File: config.mk
export PLATFORM = sky130hd
export DESIGN_NAME = sflash_status_unit
export DESIGN_NICKNAME = d
export VERILOG_FILES = /design/src/rtl/sfs_pkg.sv /design/src/rtl/sfs_spi_rx.sv /design/src/rtl/sfs_status_tx.sv /design/src/rtl/sfs_busy_timer.sv /design/src/rtl/sfs_protect_map.sv /design/src/rtl/sflash_status_unit.sv
export SDC_FILE = /design/constraint.sdc
export NUM_CORES = 1
export LEC_CHECK = 0
export CAP_MARGIN = 10
export CORE_ASPECT_RATIO = 0.8
export CORE_MARGIN = 5
export CORE_UTILIZATION = 50
export DETAILED_ROUTE_END_ITERATION = 16
export GPL_TIMING_DRIVEN = 0
export PLACE_DENSITY_LB_ADDON = 0.05
export SYNTH_ARGS = -nofsm -noshare
export SYNTH_HDL_FRONTEND = slang
export SYNTH_SLANG_ARGS = --single-unit
File: constraint.sdc
create_clock -name clk -period 1.9 [get_ports clk]
set_clock_uncertainty 0.2 [all_clocks]
set_input_delay 0.38 -clock clk [delete_from_list [all_inputs] [get_ports clk]]
set_output_delay 0.38 -clock clk [all_outputs]
set_load 0.02 [all_outputs]
File: src/rtl/sfs_pkg.sv
package sfs_pkg;

    localparam logic [7:0] OPC_WREN = 8'h06;
    localparam logic [7:0] OPC_RDSR = 8'h05;
    localparam logic [7:0] OPC_WRSR = 8'h01;

    typedef enum logic [1:0] {
        REQ_PAGE   = 2'd0,
        REQ_SECTOR = 2'd1,
        REQ_BLOCK  = 2'd2,
        REQ_CHIP   = 2'd3
    } req_kind_e;

    typedef struct packed {
        logic       lock;
        logic [1:0] level;
        logic       latch;
    } sreg_t;

    function automatic logic [7:0] pack_status(sreg_t s, logic busy);
        return {s.lock, 3'b000, s.level, s.latch, busy};
    endfunction

endpackage

File: src/rtl/sfs_spi_rx.sv
module sfs_spi_rx
    import sfs_pkg::*;
(
    input  logic       clk,
    input  logic       rst_n,
    input  logic       sclk,
    input  logic       cs_n,
    input  logic       mosi,
    output logic [7:0] opcode,
    output logic       opcode_valid,
    output logic       cmd_wren,
    output logic       cmd_wrsr,
    output logic       wr_lock,
    output logic [1:0] wr_level,
    output logic       sclk_fall
);

    localparam int CNT_W = 5;
    localparam logic [CNT_W-1:0] CNT_MAX = '1;

    typedef struct packed {
        logic             sclk;
        logic             cs_n;
        logic [CNT_W-1:0] cnt;
        logic [7:0]       sh;
        logic [7:0]       opc;
        logic             dlock;
        logic [1:0]       dlevel;
        logic             wren;
        logic             wrsr;
    } rx_t;

    rx_t rx_d, rx_q;
    logic rise;

    always_comb begin
        rx_d      = rx_q;
        rx_d.sclk = sclk;
        rx_d.cs_n = cs_n;
        rx_d.wren = 1'b0;
        rx_d.wrsr = 1'b0;
        rise      = sclk & ~rx_q.sclk;
        if (cs_n) begin
            rx_d.cnt = '0;
            if (!rx_q.cs_n) begin
                if (rx_q.cnt == CNT_W'(8)  && rx_q.opc == OPC_WREN) rx_d.wren = 1'b1;
                if (rx_q.cnt == CNT_W'(16) && rx_q.opc == OPC_WRSR) rx_d.wrsr = 1'b1;
            end
        end else if (rise) begin
            rx_d.sh = {rx_q.sh[6:0], mosi};
            if (rx_q.cnt != CNT_MAX) rx_d.cnt = rx_q.cnt + 1'b1;
            if (rx_q.cnt == CNT_W'(7)) rx_d.opc = {rx_q.sh[6:0], mosi};
            if (rx_q.cnt == CNT_W'(15)) begin
                rx_d.dlock  = rx_q.sh[6];
                rx_d.dlevel = rx_q.sh[2:1];
            end
        end
    end

    always_ff @(posedge clk or negedge rst_n) begin
        if (!rst_n) begin
            rx_q      <= '0;
            rx_q.sclk <= 1'b0;
            rx_q.cs_n <= 1'b1;
        end else begin
            rx_q <= rx_d;
        end
    end

    assign opcode       = rx_q.opc;
    assign opcode_valid = !rx_q.cs_n && (rx_q.cnt >= CNT_W'(8));
    assign cmd_wren     = rx_q.wren;
    assign cmd_wrsr     = rx_q.wrsr;
    assign wr_lock      = rx_q.dlock;
    assign wr_level     = rx_q.dlevel;
    assign sclk_fall    = ~sclk & rx_q.sclk & ~cs_n;

endmodule

File: src/rtl/sfs_status_tx.sv
module sfs_status_tx (
    input  logic       clk,
    input  logic       rst_n,
    input  logic       cs_n,
    input  logic       sclk_fall,
    input  logic       rd_active,
    input  logic [7:0] status_byte,
    output logic       miso,
    output logic       so_en
);

    typedef struct packed {
        logic [2:0] idx;
        logic [7:0] sh;
        logic       drive;
    } tx_t;

    tx_t tx_d, tx_q;

    always_comb begin
        tx_d = tx_q;
        if (cs_n || !rd_active) begin
            tx_d = '0;
        end else if (sclk_fall) begin
            if (tx_q.idx == 3'd0) tx_d.sh = status_byte;
            else                  tx_d.sh = {tx_q.sh[6:0], 1'b0};
            tx_d.idx   = tx_q.idx + 3'd1;
            tx_d.drive = 1'b1;
        end
    end

    always_ff @(posedge clk or negedge rst_n) begin
        if (!rst_n) tx_q <= '0;
        else        tx_q <= tx_d;
    end

    assign miso  = tx_q.sh[7];
    assign so_en = tx_q.drive;

endmodule

File: src/rtl/sfs_busy_timer.sv
module sfs_busy_timer #(
    parameter int CYCLES = 200
) (
    input  logic clk,
    input  logic rst_n,
    input  logic start,
    output logic busy,
    output logic done
);

    localparam int W = $clog2(CYCLES + 1);

    logic [W-1:0] cnt_d, cnt_q;

    always_comb begin
        cnt_d = cnt_q;
        if (cnt_q != '0)  cnt_d = cnt_q - 1'b1;
        else if (start)   cnt_d = W'(CYCLES);
    end

    always_ff @(posedge clk or negedge rst_n) begin
        if (!rst_n) cnt_q <= '0;
        else        cnt_q <= cnt_d;
    end

    assign busy = (cnt_q != '0);
    assign done = (cnt_q == W'(1));

endmodule

File: src/rtl/sfs_protect_map.sv
module sfs_protect_map #(
    parameter int ADDR_W    = 16,
    parameter int FRAC_LOG2 = 2
) (
    input  logic [1:0]        level,
    input  logic [ADDR_W-1:0] addr,
    output logic              hit
);

    logic [3:0] lvl_hit;

    assign lvl_hit[0] = 1'b0;

    for (genvar L = 1; L < 4; L++) begin : g_lvl
        localparam int K = FRAC_LOG2 - L + 1;
        if (K <= 0) begin : g_all
            assign lvl_hit[L] = 1'b1;
        end else begin : g_top
            localparam logic [ADDR_W:0] LIMIT =
                {1'b1, {ADDR_W{1'b0}}} - ({{ADDR_W{1'b0}}, 1'b1} << (ADDR_W - K));
            assign lvl_hit[L] = ({1'b0, addr} >= LIMIT);
        end
    end

    assign hit = lvl_hit[level];

endmodule

File: src/rtl/sflash_status_unit.sv
module sflash_status_unit
    import sfs_pkg::*;
#(
    parameter int ADDR_W      = 16,
    parameter int FRAC_LOG2   = 2,
    parameter int BUSY_CYCLES = 200
) (
    input  logic              clk,
    input  logic              rst_n,
    input  logic              sclk,
    input  logic              cs_n,
    input  logic              mosi,
    input  logic              wp_n,
    output logic              miso,
    output logic              so_en,
    input  logic              req_valid,
    input  logic [1:0]        req_op,
    input  logic [ADDR_W-1:0] req_addr,
    output logic              req_grant,
    output logic              req_deny
);

    typedef struct packed {
        sreg_t sr;
        logic  grant;
        logic  deny;
    } ctl_t;

    ctl_t ctl_d, ctl_q;

    logic [7:0] opcode;
    logic       opcode_valid, cmd_wren, cmd_wrsr, wr_lock, sclk_fall;
    logic [1:0] wr_level;
    logic       busy, busy_done, start, prot_hit, blocked, hw_lock, rd_active;
    logic [7:0] status_byte;

    sfs_spi_rx u_rx (
        .clk          (clk),
        .rst_n        (rst_n),
        .sclk         (sclk),
        .cs_n         (cs_n),
        .mosi         (mosi),
        .opcode       (opcode),
        .opcode_valid (opcode_valid),
        .cmd_wren     (cmd_wren),
        .cmd_wrsr     (cmd_wrsr),
        .wr_lock      (wr_lock),
        .wr_level     (wr_level),
        .sclk_fall    (sclk_fall)
    );

    assign rd_active   = opcode_valid && (opcode == OPC_RDSR);
    assign status_byte = pack_status(ctl_q.sr, busy);

    sfs_status_tx u_tx (
        .clk         (clk),
        .rst_n       (rst_n),
        .cs_n        (cs_n),
        .sclk_fall   (sclk_fall),
        .rd_active   (rd_active),
        .status_byte (status_byte),
        .miso        (miso),
        .so_en       (so_en)
    );

    sfs_busy_timer #(.CYCLES(BUSY_CYCLES)) u_timer (
        .clk   (clk),
        .rst_n (rst_n),
        .start (start),
        .busy  (busy),
        .done  (busy_done)
    );

    sfs_protect_map #(.ADDR_W(ADDR_W), .FRAC_LOG2(FRAC_LOG2)) u_map (
        .level (ctl_q.sr.level),
        .addr  (req_addr),
        .hit   (prot_hit)
    );

    assign hw_lock = ctl_q.sr.lock & ~wp_n;
    assign blocked = (req_op == REQ_CHIP) ? (ctl_q.sr.level != 2'b00) : prot_hit;

    always_comb begin
        ctl_d       = ctl_q;
        ctl_d.grant = 1'b0;
        ctl_d.deny  = 1'b0;
        start       = 1'b0;
        if (busy_done) ctl_d.sr.latch = 1'b0;
        if (cmd_wrsr) begin
            if (ctl_q.sr.latch && !busy) begin
                if (hw_lock) begin
                    ctl_d.sr.latch = 1'b0;
                end else begin
                    ctl_d.sr.level = wr_level;
                    ctl_d.sr.lock  = wr_lock;
                    start          = 1'b1;
                end
            end
        end else if (cmd_wren) begin
            if (!busy) ctl_d.sr.latch = 1'b1;
        end
        if (req_valid) begin
            if (cmd_wrsr || cmd_wren || !ctl_q.sr.latch || busy) begin
                ctl_d.deny = 1'b1;
            end else if (blocked) begin
                ctl_d.deny     = 1'b1;
                ctl_d.sr.latch = 1'b0;
            end else begin
                ctl_d.grant = 1'b1;
                start       = 1'b1;
            end
        end
    end

    always_ff @(posedge clk or negedge rst_n) begin
        if (!rst_n) ctl_q <= '0;
        else        ctl_q <= ctl_d;
    end

    assign req_grant = ctl_q.grant;
    assign req_deny  = ctl_q.deny;

endmodule

Word-level counts from Yosys, hierarchy flattened
Cells that the tools add are included.
Word-level totals
  flip-flop bits (word level): 54
  word-level logic and storage cells: 104
  output and inout port bits: 4
  bits of input ports: 25
Operators by class
  bitwise gates (word level): 9
  equal/unequal tests: 10
  magnitude comparators: 4
  $add $sub $neg: 3
  multiplexer cells: 35
  reductions and logical operators: 25
Operator list (number)
  $ge A16 B16 Y1 const B: 2
  $mux W8: 4
  $mux W12: 2
  $mux W24: 1
  $mux W1: 20
  $eq A8 B1 Y1 const B: 2
  $eq A8 B3 Y1 const B: 2
  $eq A5 B4 Y1 const B: 2
  $mux W5: 2
  $reduce_bool A2 Y1: 5
  $reduce_and A3 Y1: 3
  $reduce_bool A8 Y1: 1
  $sub A8 B1 Y8 const B: 1
  $mux W2: 3
  $mux W3: 2
  $add A5 B1 Y5 const B: 1
  $eq A5 B3 Y1 const B: 1
  $eq A5 B5 Y1 const B: 1
  $ge A5 B4 Y1 const B: 1
  $logic_and A1 B1 Y1: 5
  $ne A5 B5 Y1 const B: 1
  $not A1 Y1: 5
  $and A1 B1 Y1: 4
  $logic_not A1 Y1: 4
  other kinds (7): 11

Longest topological paths before layout
Gate-level depths: netlist (run 1).
  depth in word-level cells: 10
  mapped depth: 7
  depth with buffers taken out: 7

By module
Synthesis (run 1) repeated with hierarchy kept, for this count alone.
Second synthesis, totals
  cells, all modules: 235
  area, all modules: 2678.8 um2
Modules (own cells, without submodules)
  sfs_spi_rx: sequential area each 676.9 um2, area each 1251.2 um2, instances 1, cells an instance 93
  sfs_status_tx: sequential area each 300.3 um2, area each 581.8 um2, instances 1, cells an instance 63
  sfs_busy_timer: sequential area each 200.2 um2, area each 491.7 um2, instances 1, cells an instance 45
  sflash_status_unit: sequential area each 150.1 um2, area each 340.3 um2, instances 1, cells an instance 31
  sfs_protect_map: sequential area each 0.0 um2, area each 13.8 um2, instances 1, cells an instance 3

Least setup slack after synthesis (run 1)
OpenSTA, ideal clock, no wires.
  path type: reg2reg
  start: register u_rx.rx_q[21] in the netlist's numbering
  end: register u_rx.rx_q[24] in the netlist's numbering
  stages on the path, launching flop included: 8
  arrival: 1653 ps
  required time: 1572 ps
  clock period less this slack: 1982 ps
  setup time: 128 ps
  buffers on the path: 0
  setup slack: -82 ps
  cells stage by stage: dfrtp_1 > ha_1 > and3_1 > ha_1 > nor3b_2 > nand4_1 > xor2_1 > nor2_1
On the way
  longest elaborated chain between the ends: 4
  elaborated cells between the ends (all ways): 7
  classes of those cells: add/sub: 1; eq/ne: 1; mux: 3; reduce/logical: 2
RTL lines
  start, declared: RTL line sfs_spi_rx.sv:33  | rx_t rx_d, rx_q;
  start signal, assigned: RTL line sfs_spi_rx.sv:66  | rx_q <= rx_d;
  $add A5 B1 Y5: RTL line sfs_spi_rx.sv:51  | if (rx_q.cnt != CNT_MAX) rx_d.cnt = rx_q.cnt + 1'b1;
  $mux W5: RTL line sfs_spi_rx.sv:51
  $mux W24: RTL line sfs_spi_rx.sv:49  | end else if (rise) begin
  $mux W5: RTL line sfs_spi_rx.sv:43  | if (cs_n) begin
Several ways; a longest one is shown, not always the timed one. The select of a mux whose other input is x is not followed.
A chain may end at the register's enable or synchronous reset.

Worst setup path after layout (run 1)
  start: register u_timer.cnt_q[1]
  end: register u_timer.cnt_q[7]
On the way
  longest elaborated chain between the ends: 9
  elaborated cells between the ends (all ways): 12
  classes of those cells: add/sub: 1; mux: 6; reduce/logical: 5
RTL lines
  start, declared: RTL line sfs_busy_timer.sv:13  | logic [W-1:0] cnt_d, cnt_q;
  start signal, assigned: RTL line sfs_busy_timer.sv:23  | else cnt_q <= cnt_d;
  $reduce_bool A8 Y1: RTL line sfs_busy_timer.sv:17, sfs_busy_timer.sv:26
  $logic_not A1 Y1
  $logic_and A1 B1 Y1: RTL line sflash_status_unit.sv:90  | if (ctl_q.sr.latch && !busy) begin
  $mux W1: RTL line sflash_status_unit.sv:90
  $mux W1: RTL line sflash_status_unit.sv:89  | if (cmd_wrsr) begin
  $mux W1: RTL line sflash_status_unit.sv:105  | end else if (blocked) begin
  $mux W1: RTL line sflash_status_unit.sv:103  | if (cmd_wrsr || cmd_wren || !ctl_q.sr.latch || busy) begin
  $mux W1: RTL line sflash_status_unit.sv:102  | if (req_valid) begin
  $reduce_bool A2 Y1 (no line)
Several ways; a longest one is shown, not always the timed one.

==> results of run 1 <==
-- Yosys cell counts (all sizes together), types with 4 or more instances --
| master | number | area (sq um) |
|---|---|---|
| dfrtp | 52 | 1300 |
| nor2 | 27 | 101 |
| mux2 | 20 | 225 |
| nand2 | 12 | 45.0 |
| inv | 10 | 37.5 |
| ha | 9 | 113 |
| a211oi | 6 | 45.0 |
| a21oi | 6 | 30.0 |
| nor3 | 5 | 25.0 |
| clkbuf | 4 | 15.0 |
| xor2 | 4 | 35.0 |
-- logic make-up (layout without fill, tap and decap cells) --
group | Yosys count | in the layout | share of synthesized area
simple gates | 72 | 72 | 0.158
buf+inv | 16 | 69 | 0.0259
fa+ha+maj | 9 | 9 | 0.0466
mux | 23 | 23 | 0.106
flops | 53 | 53 | 0.549
compound gates | 31 | 31 | 0.0936
xor+xnor | 6 | 6 | 0.0217
-- path summary, 6_finish.rpt --
kind | cells past startpoint | endpoint | startpoint | slack, ns
hold reg to reg | 1 | ctl_q[3] | u_rx.wr_level[0] | 0.31
setup / recovery | 4 | u_timer.cnt_q[7] | u_timer.cnt_q[1] | -0.16
min in group asynchronous | 2 | u_rx.rx_q[13] | rst_n | 0.32
max in group asynchronous | 3 | u_timer.cnt_q[2] | rst_n | 0.65
hold / removal | 1 | u_rx.rx_q[26] | cs_n | 0.27
setup reg to reg | 4 | u_timer.cnt_q[7] | u_timer.cnt_q[1] | -0.16
-- per-layer routing --
metal | GRT usage | vias up
li1 | - | 854
met1 | 0.231 | 913
met2 | 0.283 | 34
met3 | 0.0375 | 11
met4 | 0.0784 | 0
met5 | 0 | -
-- metrics by stage --
stage	utilization	worst slack (ns)	area, sq um	setup TNS [ns]
2_1_floorplan	-	-0.0293	2440	-0.0569
3_3_place_gp	0.573	-1.19	2650	-77.19
3_5_place_dp	0.577	-0.778	2670	-16.39
4_1_cts	0.640	-0.0512	2960	-0.125
5_1_grt	0.683	-0.210	3160	-1.43
6_report	0.683	-0.159	3160	-0.610
-- critical path: stages, from the launching register on --
cell and delay (ns):
dfrtp_1 0.43, buf_6 0.14, or4_4 0.48, or4_4 0.43, a211o_1 0.27
-- state kept, by name, indices dropped and copies added, names as in the netlist --
name and count:
ctl_q 4, req_deny 1, req_grant 1, u_rx.cmd_wren 1, u_rx.cmd_wrsr 1, u_rx.opcode 8, u_rx.rx_q 14, u_rx.wr_level 2
u_rx.wr_lock 1, u_timer.cnt_q 8, u_tx.miso 1, u_tx.so_en 1, u_tx.tx_q 10
-- where the power goes --
group	switching [W]	internal (W)	total (W)
combinational	0.0000806	0.000101	0.000182
sequential	0.0000551	0.00120	0.00125
clock	0.000382	0.000396	0.000778
-- layout make-up --
class | instances | area, sq um
fillers | 335 | 1470
flip-flops and latches | 53 | 1330
multi-input cells | 141 | 1170
repair buffers | 46 | 403
well taps | 60 | 75.1
clock buffers | 6 | 72.6
clock inverters | 2 | 38.8
inverters | 10 | 37.5
plain buffers | 5 | 32.5
-- timing repair --
item                                    CTS  global route
pin swaps                                 9            10
endpoints found under the setup margin   37            28
hold endpoints to repair                 16             0
cloned                                    0             1
setup buffers                            15            14
hold buffers                              1             0
resized for setup                        16            25
==> flow_summary_export.csv, run 1 <==
group,metric,value,unit
route,drt-met1-wl,2340,microns
clocking,cts_made_buffers,5,
yosys,synth_area,0.00242,sq mm
sta,maxSlewHeadroom,0.725,
finish,mostFrequentLayoutCells,"dfrtp_1 (50), buf_4 (27), nor2_1 (26), mux2_2 (19)",
sta,rsz0062_at_grt,"true",
floorplan,coreArea,0.00462,sq mm
floorplan,die_y,72.2,microns
route,dr_wl_met2,2830,microns
grt,grt_pass1_wl,8710,microns
sta,finalSetupViolCount,6,
route,met3_length,182,microns
worst_setup_path,critical_path.max_fanout,3,
finish,post_layout_nonfiller_instances,323,
route,postRouteAntennaNets,0,
route,drc,0,
floorplan,num_rows,22,
place,placed_cells,285,
yosys,synthArstFlopShare,1.00,
grt,antenna_found_initial,0,
route,wl_per_cell,16.9,microns
sta,drv_slew,0,
sta,hold_viol_final,0,
grt,grt_overflow_total,0,
yosys,avgSynthCellArea,11.5,sq um
clocking,clkTransAtPathRegs,0.10,ns
floorplan,start_util,0.523,
yosys,ys_types,43,
finish,drive_above_1_share,0.350,
floorplan,io_pins,29,
place,hpwl,3350,microns
grt,grt_start_max_net_pins,37,
route,wirelength,5470,microns
worst_setup_path,critPathLaunchType,"flip-flop",
clocking,clk_latency,0.31,ns
route,highest_layer,"met4",
finish,syn_to_final_growth,30.6,%
floorplan,fp.dieArea,0.00634,sq mm
power,power.total,0.00221,W
route,drtIter0Drc,112,
grt,track_usage,0.177,
clocking,root_buffer,"clkbuf_8",
worst_setup_path,cp.arrival,2.07,ns
place,place_congestion,0.810,
sta,whs,0.268,ns
grt,grt_pass1_vias,1869,
sta,fin_ws,-0.159,ns
finish,num_antenna_cells,0,
yosys,synth_nets,244,
power,vdd_ir_drop_max,0.409,mV
clocking,htreeDepth,2,
status,failed_checks,"negative setup slack",
clocking,cts.path.max_buffers,2,
sta,period_minus_slack,2.06,ns
power,p_leak,1.49,nW
yosys,synth_edf_count,0,
hold_path,min_path_type,"input pin to flip-flop",
yosys,synth_seq_cells,53,
finish,layout_commonest_cell,"dfrtp_1",
power,p_per_area,701,mW/mm^2
clocking,cts_tree,"done",
route,viasPerCell,5.61,
status,status,"finished, violations left",
worst_setup_path,endpoint_kind,"flip-flop",
worst_setup_path,crit_type,"flip-flop to flip-flop",
yosys,syn_inst,210,
yosys,ys_warn_count,0,
route,drt_pass1_iterations,4,
place,numPortBuffers,14,
worst_setup_path,cp.required,1.91,ns
yosys,ys_seq_area_frac,0.549,
route,vias,1812,
sta,fmax,0.486,GHz
clocking,cts.sinks,53,
sta,finalCritPeriodShare,1.08,
floorplan,dieWidth,87.8,microns
finish,layout.nets,296,
yosys,synth_flop_cell,"dfrtp_1",
sta,worst_slew_pin_slew,0.411,ns
flow_run,max_cap_viol_count,0,
Power figures use the tool's default switching activity.
==> inputs of run 2 (changes only) <==
--- a/config.mk
+++ b/config.mk
@@ -9,6 +9,8 @@
 export CORE_ASPECT_RATIO = 0.8
 export CORE_MARGIN = 5
 export CORE_UTILIZATION = 50
+export CTS_BUF_LIST = sky130_fd_sc_hd__clkbuf_16
+export CTS_CLUSTER_SIZE = 30
 export DETAILED_ROUTE_END_ITERATION = 16
 export GPL_TIMING_DRIVEN = 0
 export PLACE_DENSITY_LB_ADDON = 0.05
==> flow_summary_export.csv, run 2 (same netlist as run 1, synthesis figures left out) <==
group,metric,value,unit
status,status,"finished, violations left",
status,failed_checks,"negative setup slack",
floorplan,coreArea,0.00462,sq mm
finish,layout_commonest_cell,"dfrtp_1",
clocking,cts.path.max_buffers,2,
sta,rsz0062_at_grt,"true",
finish,mostFrequentLayoutCells,"dfrtp_1 (49), buf_4 (31), nor2_1 (26), mux2_2 (19), clkdlybuf4s50_1 (12)",
route,viasPerCell,5.56,
finish,fin_area,0.00323,sq mm
route,drtIter0Drc,119,
power,switchingPower,0.000541,W
clocking,htreeDepth,2,
clocking,clk_latency,0.29,ns
power,p_clk_frac,0.416,
sta,whs,0.286,ns
sta,finalSetupViolCount,7,
power,p_comb_frac,0.075,
place,dpl_cell_area,0.00267,sq mm
route,drc,0,
finish,largest_reg_flops,14,
floorplan,die_y,72.2,microns
route,wirelength,5360,microns
finish,n_fill_cell,318,
power,p_int,0.00192,W
finish,syn_to_final_growth,33.5,%
sta,maxSlewHeadroom,0.717,
worst_setup_path,critical_path.max_fanout,4,
finish,seq_area,0.00133,sq mm
grt,grt_pass1_vias,1837,
power,switching_share,0.220,
power,power.total,0.00246,W
power,p_per_area,763,mW/mm^2
grt,track_usage,0.172,
clocking,cts.sinks,53,
route,drt_pass1_iterations,4,
clocking,cts_made_buffers,5,
grt,grt_overflow_total,0,
sta,period_minus_slack,1.99,ns
grt,grt_pass1_wl,8530,microns
clocking,root_buffer,"clkbuf_16",
finish,multi_input_area,0.00116,sq mm
sta,drv_slew,0,
worst_setup_path,cp.arrival,1.97,ns
place,place_congestion,0.810,
place,hpwl,3350,microns
clocking,clkTransAtPathRegs,0.07,ns
floorplan,fp.dieArea,0.00634,sq mm
sta,hold_viol_final,0,
flow_run,max_cap_viol_count,0,
finish,drive_above_1_share,0.353,
worst_setup_path,critPathLaunchType,"flip-flop",
worst_setup_path,crit_type,"flip-flop to flip-flop",
worst_setup_path,endpoint_kind,"flip-flop",
clocking,cts_tree,"done",
floorplan,dieWidth,87.8,microns
sta,fmax,0.502,GHz
grt,antenna_found_initial,0,
sta,finalCritPeriodShare,1.05,
power,p_seq_frac,0.509,
route,postRouteAntennaNets,0,
power,p_leak,1.50,nW
grt,grt_start_max_net_pins,37,
sta,worst_slew_pin_slew,0.425,ns
hold_path,min_path_type,"input pin to flip-flop",
finish,regMostFlops,"u_rx.rx_q",
place,numPortBuffers,14,
floorplan,num_rows,22,
route,wl_per_cell,16.4,microns
sta,totalNegativeSetupSlack,-0.358,ns
finish,fin_util,0.698,
finish,layout.nets,299,
floorplan,io_pins,29,
route,vias,1813,
sta,fin_ws,-0.0915,ns
floorplan,start_util,0.523,
finish,reg.largest.list,"u_rx.rx_q: 14 flops, u_tx.tx_q: 10 flops",
power,vdd_ir_drop_max,0.529,mV
worst_setup_path,cp.required,1.88,ns
finish,num_antenna_cells,0,
-- run 2: changes by cell type in the layout (fill, tap and decap cells not counted), sizes merged --
cell / previous run / this run
clkdlybuf4s50: 10 / 12
dlymetal6s2s: 2 / 0
clkbuf: 8 / 7
inv: 10 / 11
buf: 35 / 38
-- run 2: worst paths after layout --
path,cells past startpoint,endpoint,slack [ns],startpoint
max,4,u_timer.cnt_q[7],-0.09,u_timer.cnt_q[0]
min in group asynchronous,2,u_rx.opcode[4],0.35,rst_n
max in group asynchronous,3,u_timer.cnt_q[2],0.61,rst_n
min,1,u_rx.rx_q[26],0.29,cs_n
min reg2reg,1,ctl_q[3],0.31,u_rx.wr_level[0]
max reg2reg,4,u_timer.cnt_q[7],-0.09,u_timer.cnt_q[0]
-- run 2: routing by layer --
metal	wire (microns)	GRT usage
met5	0	0
met4	59	0.0511
met3	232	0.0499
met2	2600	0.275
met1	2460	0.229
-- run 2: layout make-up --
| class | count | area share |
|---|---|---|
| repair buffers | 49 | 0.131 |
| inverters | 10 | 0.0116 |
| multi-input cells | 141 | 0.360 |
| clock inverters | 3 | 0.0132 |
| flip-flops and latches | 53 | 0.412 |
| plain buffers | 5 | 0.0101 |
| well taps | 60 | 0.0232 |
| clock buffers | 5 | 0.0387 |
-- run 2: per-stage QoR --
stage / worst slack [ns] / cells
2_1_floorplan: -0.0293 / 210
3_3_place_gp: -1.19 / 284
3_5_place_dp: -0.778 / 285
4_1_cts: -0.0476 / 307
5_1_grt: -0.167 / 326
6_report: -0.0915 / 326
-- run 2: critical path: stages (launching register included) --
cell and delay [ns]:
dfrtp_2 0.43, buf_6 0.12, or4_4 0.42, or4_4 0.44
a211o_1 0.27
-- run 2: what timing repair did --
| item | CTS | global route |
|---|---|---|
| setup buffers | 14 | 19 |
| pin swaps | 6 | 13 |
| endpoints found under the hold margin | 16 | 0 |
| resized for setup | 13 | 24 |
| setup endpoints to repair | 37 | 27 |
| hold buffers | 1 | 0 |
| gates cloned | 0 | 0 |
-- run 2: power by group through the flow --
stage	Sequential, W	Combinational [W]	Clock (W)
global placement	0.00127	0.000152	0
detailed placement	0.00128	0.000163	0
global route	0.00127	0.000205	0.00110
finish	0.00125	0.000185	0.00102
CTS	0.00125	0.000176	0.00104
floorplan	0.00126	0.0000937	0
==> inputs of run 3 (changes only) <==
--- a/config.mk
+++ b/config.mk
@@ -5,6 +5,7 @@
 export SDC_FILE = /design/constraint.sdc
 export NUM_CORES = 1
 export LEC_CHECK = 0
+export ABC_AREA = 1
 export CAP_MARGIN = 10
 export CORE_ASPECT_RATIO = 0.8
 export CORE_MARGIN = 5
==> flow_summary_export.csv, run 3 <==
group,metric,value,unit
route,wirelength,4840,microns
grt,grt_use_met2,0.262,
clocking,htreeDepth,2,
yosys,ys_types,33,
worst_setup_path,slowest_stage,"dfrtp_1",
yosys,synth_edf_count,0,
route,vias,1918,
yosys,synth_nets,339,
yosys,synthArstFlopShare,1.00,
worst_setup_path,cp.arrival,1.79,ns
yosys,ys_seq_area_frac,0.497,
worst_setup_path,endpoint,"u_rx.rx_q[24]",
yosys,synth_top_cell_by_area,"dfrtp_1",
clocking,cts_tree,"done",
sta,rsz0062_at_grt,"true",
worst_setup_path,critPathBufInv,1,
route,drtIter0Drc,54,
route,drt_pass1_iterations,4,
route,drc,0,
yosys,synth_seq_cells,53,
place,dpl_cell_area,0.00290,sq mm
worst_setup_path,worstReg2RegEnd,"u_rx.rx_q[24]",
finish,post_layout_nonfiller_instances,395,
floorplan,start_util,0.524,
yosys,avgSynthCellArea,8.75,sq um
grt,use_met3,0.0375,
place,numPortBuffers,14,
finish,layout_commonest_cell,"nand2_1",
sta,period_minus_slack,1.82,ns
worst_setup_path,r2r_slack,0.08,ns
clocking,cts.path.max_buffers,2,
sta,finalSetupViolCount,0,
floorplan,dieWidth,91.7,microns
route,postRouteAntennaNets,0,
worst_setup_path,worst_path_most_repeated_cell,"nor2_1",
sta,finalCritPeriodShare,0.956,
worst_setup_path,worstRegToRegCells,10,
power,power.total,0.00248,W
floorplan,fp.dieArea,0.00691,sq mm
sta,fmax,0.551,GHz
worst_setup_path,crit_type,"flip-flop to flip-flop",
worst_setup_path,r2r_start,"u_rx.rx_q[22]",
sta,worst_slew_pin_slew,0.447,ns
finish,mostFrequentLayoutCells,"nand2_1 (81), dfrtp_1 (52), inv_1 (42), nor2_1 (30), o21ai_0 (19)",
yosys,yosysTopAreaCellShare,0.488,
finish,drive_above_1_share,0.156,
place,place_congestion,0.778,
grt,grt_start_max_net_pins,36,
worst_setup_path,cp.required,1.88,ns
finish,fin_area,0.00315,sq mm
yosys,syn_inst,305,
place,hpwl,3420,microns
floorplan,coreArea,0.00509,sq mm
yosys,yosys-top-cells-area,"dfrtp_1 (49%), nand2_1 (11%), inv_1 (6.0%)",
sta,whs,0.140,ns
grt,antenna_found_initial,0,
sta,hold_viol_final,0,
clocking,cts_made_buffers,5,
worst_setup_path,cp_top_family,"simple AND/OR/NAND/NOR gates",
yosys,synth_area,0.00267,sq mm
yosys,ys_warn_count,0,
status,status,"finished, final reports clean",
finish,largest_reg_flops,14,
flow_run,max_cap_viol_count,0,
floorplan,io_pins,29,
route,viasPerCell,4.86,
grt,top_usage_layer,"met2",
yosys,synth_flop_cell,"dfrtp_1",
worst_setup_path,cp-startpoint,"u_rx.rx_q[22]",
finish,syn_to_final_growth,18.2,%
floorplan,num_rows,23,
worst_setup_path,endpoint_kind,"flip-flop",
power,p_per_area,785,mW/mm^2
finish,regMostFlops,"u_rx.rx_q",
clocking,cts.sinks,53,
finish,layout.nets,366,
grt,track_usage,0.157,
worst_setup_path,critical_path.max_fanout,4,
grt,grt_pass1_wl,8560,microns
sta,maxSlewHeadroom,0.702,
clocking,clk_latency,0.29,ns
worst_setup_path,cp_num_cells,10,
floorplan,die_y,75.3,microns
grt,grt_pass1_vias,1869,
worst_setup_path,critPathMaxStageDelay,0.42,ns
grt,grt_overflow_total,0,
finish,reg.largest.list,"u_rx.rx_q: 14 flops, u_tx.tx_q: 10 flops",
power,p_leak,1.55,nW
clocking,root_buffer,"clkbuf_16",
finish,num_antenna_cells,0,
route,wl_per_cell,12.3,microns
sta,drv_slew,0,
worst_setup_path,path_cells,"ha_4, nand2_1, nor2_1, ha_1, inv_2, nand3_2, nor2_1, nand3_1, o21ai_1, a21oi_1",
yosys,synth_most_common_cell,"nand2_1",
place,placed_cells,382,
finish,fin_util,0.619,
hold_path,min_path_type,"input pin to flip-flop",
clocking,clkTransAtPathRegs,0.07,ns
yosys,ys_top_cells_by_count,"nand2_1 (81), dfrtp_1 (52), inv_1 (43)",
grt,grtUsageMet1,0.205,
worst_setup_path,critPathLaunchType,"flip-flop",
power,vdd_ir_drop_max,0.707,mV
## run 3: cell count changes after synthesis, moves of 6 or more
cell and change:
a211oi_1 -6, inv_1 +33, mux2_2 -20, nand2_1 +69, nand3_1 +13, o21ai_0 +17, o21ai_2 +8
## run 3: how the worst min path moves through the flow
stage / start / endpoint / slack, ns / cells past startpoint
2_1_floorplan: rst_n / ctl_q[2] / -0.12 / 0
3_3_place_gp: u_tx.tx_q[2] / u_tx.tx_q[2] / 0.26 / 2
3_5_place_dp: rst_n / u_timer.cnt_q[2] / 0.15 / 1
4_1_cts: u_tx.tx_q[2] / u_tx.tx_q[2] / 0.28 / 2
5_1_grt: sclk / u_rx.rx_q[27] / 0.16 / 1
6_report: sclk / u_rx.rx_q[27] / 0.14 / 1
## run 3: stage by stage
| step | setup WS (ns) | setup TNS (ns) |
|---|---|---|
| finish | 0.0835 | 0 |
| global route | -0.0778 | -0.0778 |
| CTS | 0.0438 | 0 |
| detailed placement | -0.231 | -4.16 |
| global placement | -1.40 | -77.13 |
| floorplan | 0.114 | 0 |
## run 3: where the power goes
group / internal [W] / total (W) / switching (W)
Sequential: 0.00116 / 0.00118 / 0.0000175
Clock: 0.000753 / 0.00116 / 0.000405
Combinational: 0.0000514 / 0.000140 / 0.0000890
Total: 0.00197 / 0.00248 / 0.000512
## run 3: what timing repair did
action / 4_1_cts / 5_1_grt
endpoints found under the setup margin: 1 / 16
endpoints found under the hold margin: 18 / 0
hold buffers: 1 / 0
pin swaps: 0 / 1
setup buffers: 0 / 4
gates resized for setup: 3 / 4
## run 3: cell type report
class,count,area [sq um]
plain buffers,3,27.5
inverters,44,165
repair buffers,20,198
fillers,440,1940
clock inverters,3,65.1
well taps,62,77.6
flip-flops and latches,53,1330
clock buffers,5,125
multi-input cells,205,1170
## run 3: cell families after synthesis
kind of cell               share of synthesized area
AOI/OAI and AO/OA                             0.0811
xor gates and xnor gates                      0.0164
adders and majority gates                     0.0422
buffers and inverters                         0.0722
DFF                                            0.497
and+or+nand+nor                                0.291
## run 3: layer usage
layer	routed length, microns	up-vias
li1	-	1009
met2	2120	21
met1	2540	883
met4	42	0
met5	0	-
met3	136	5
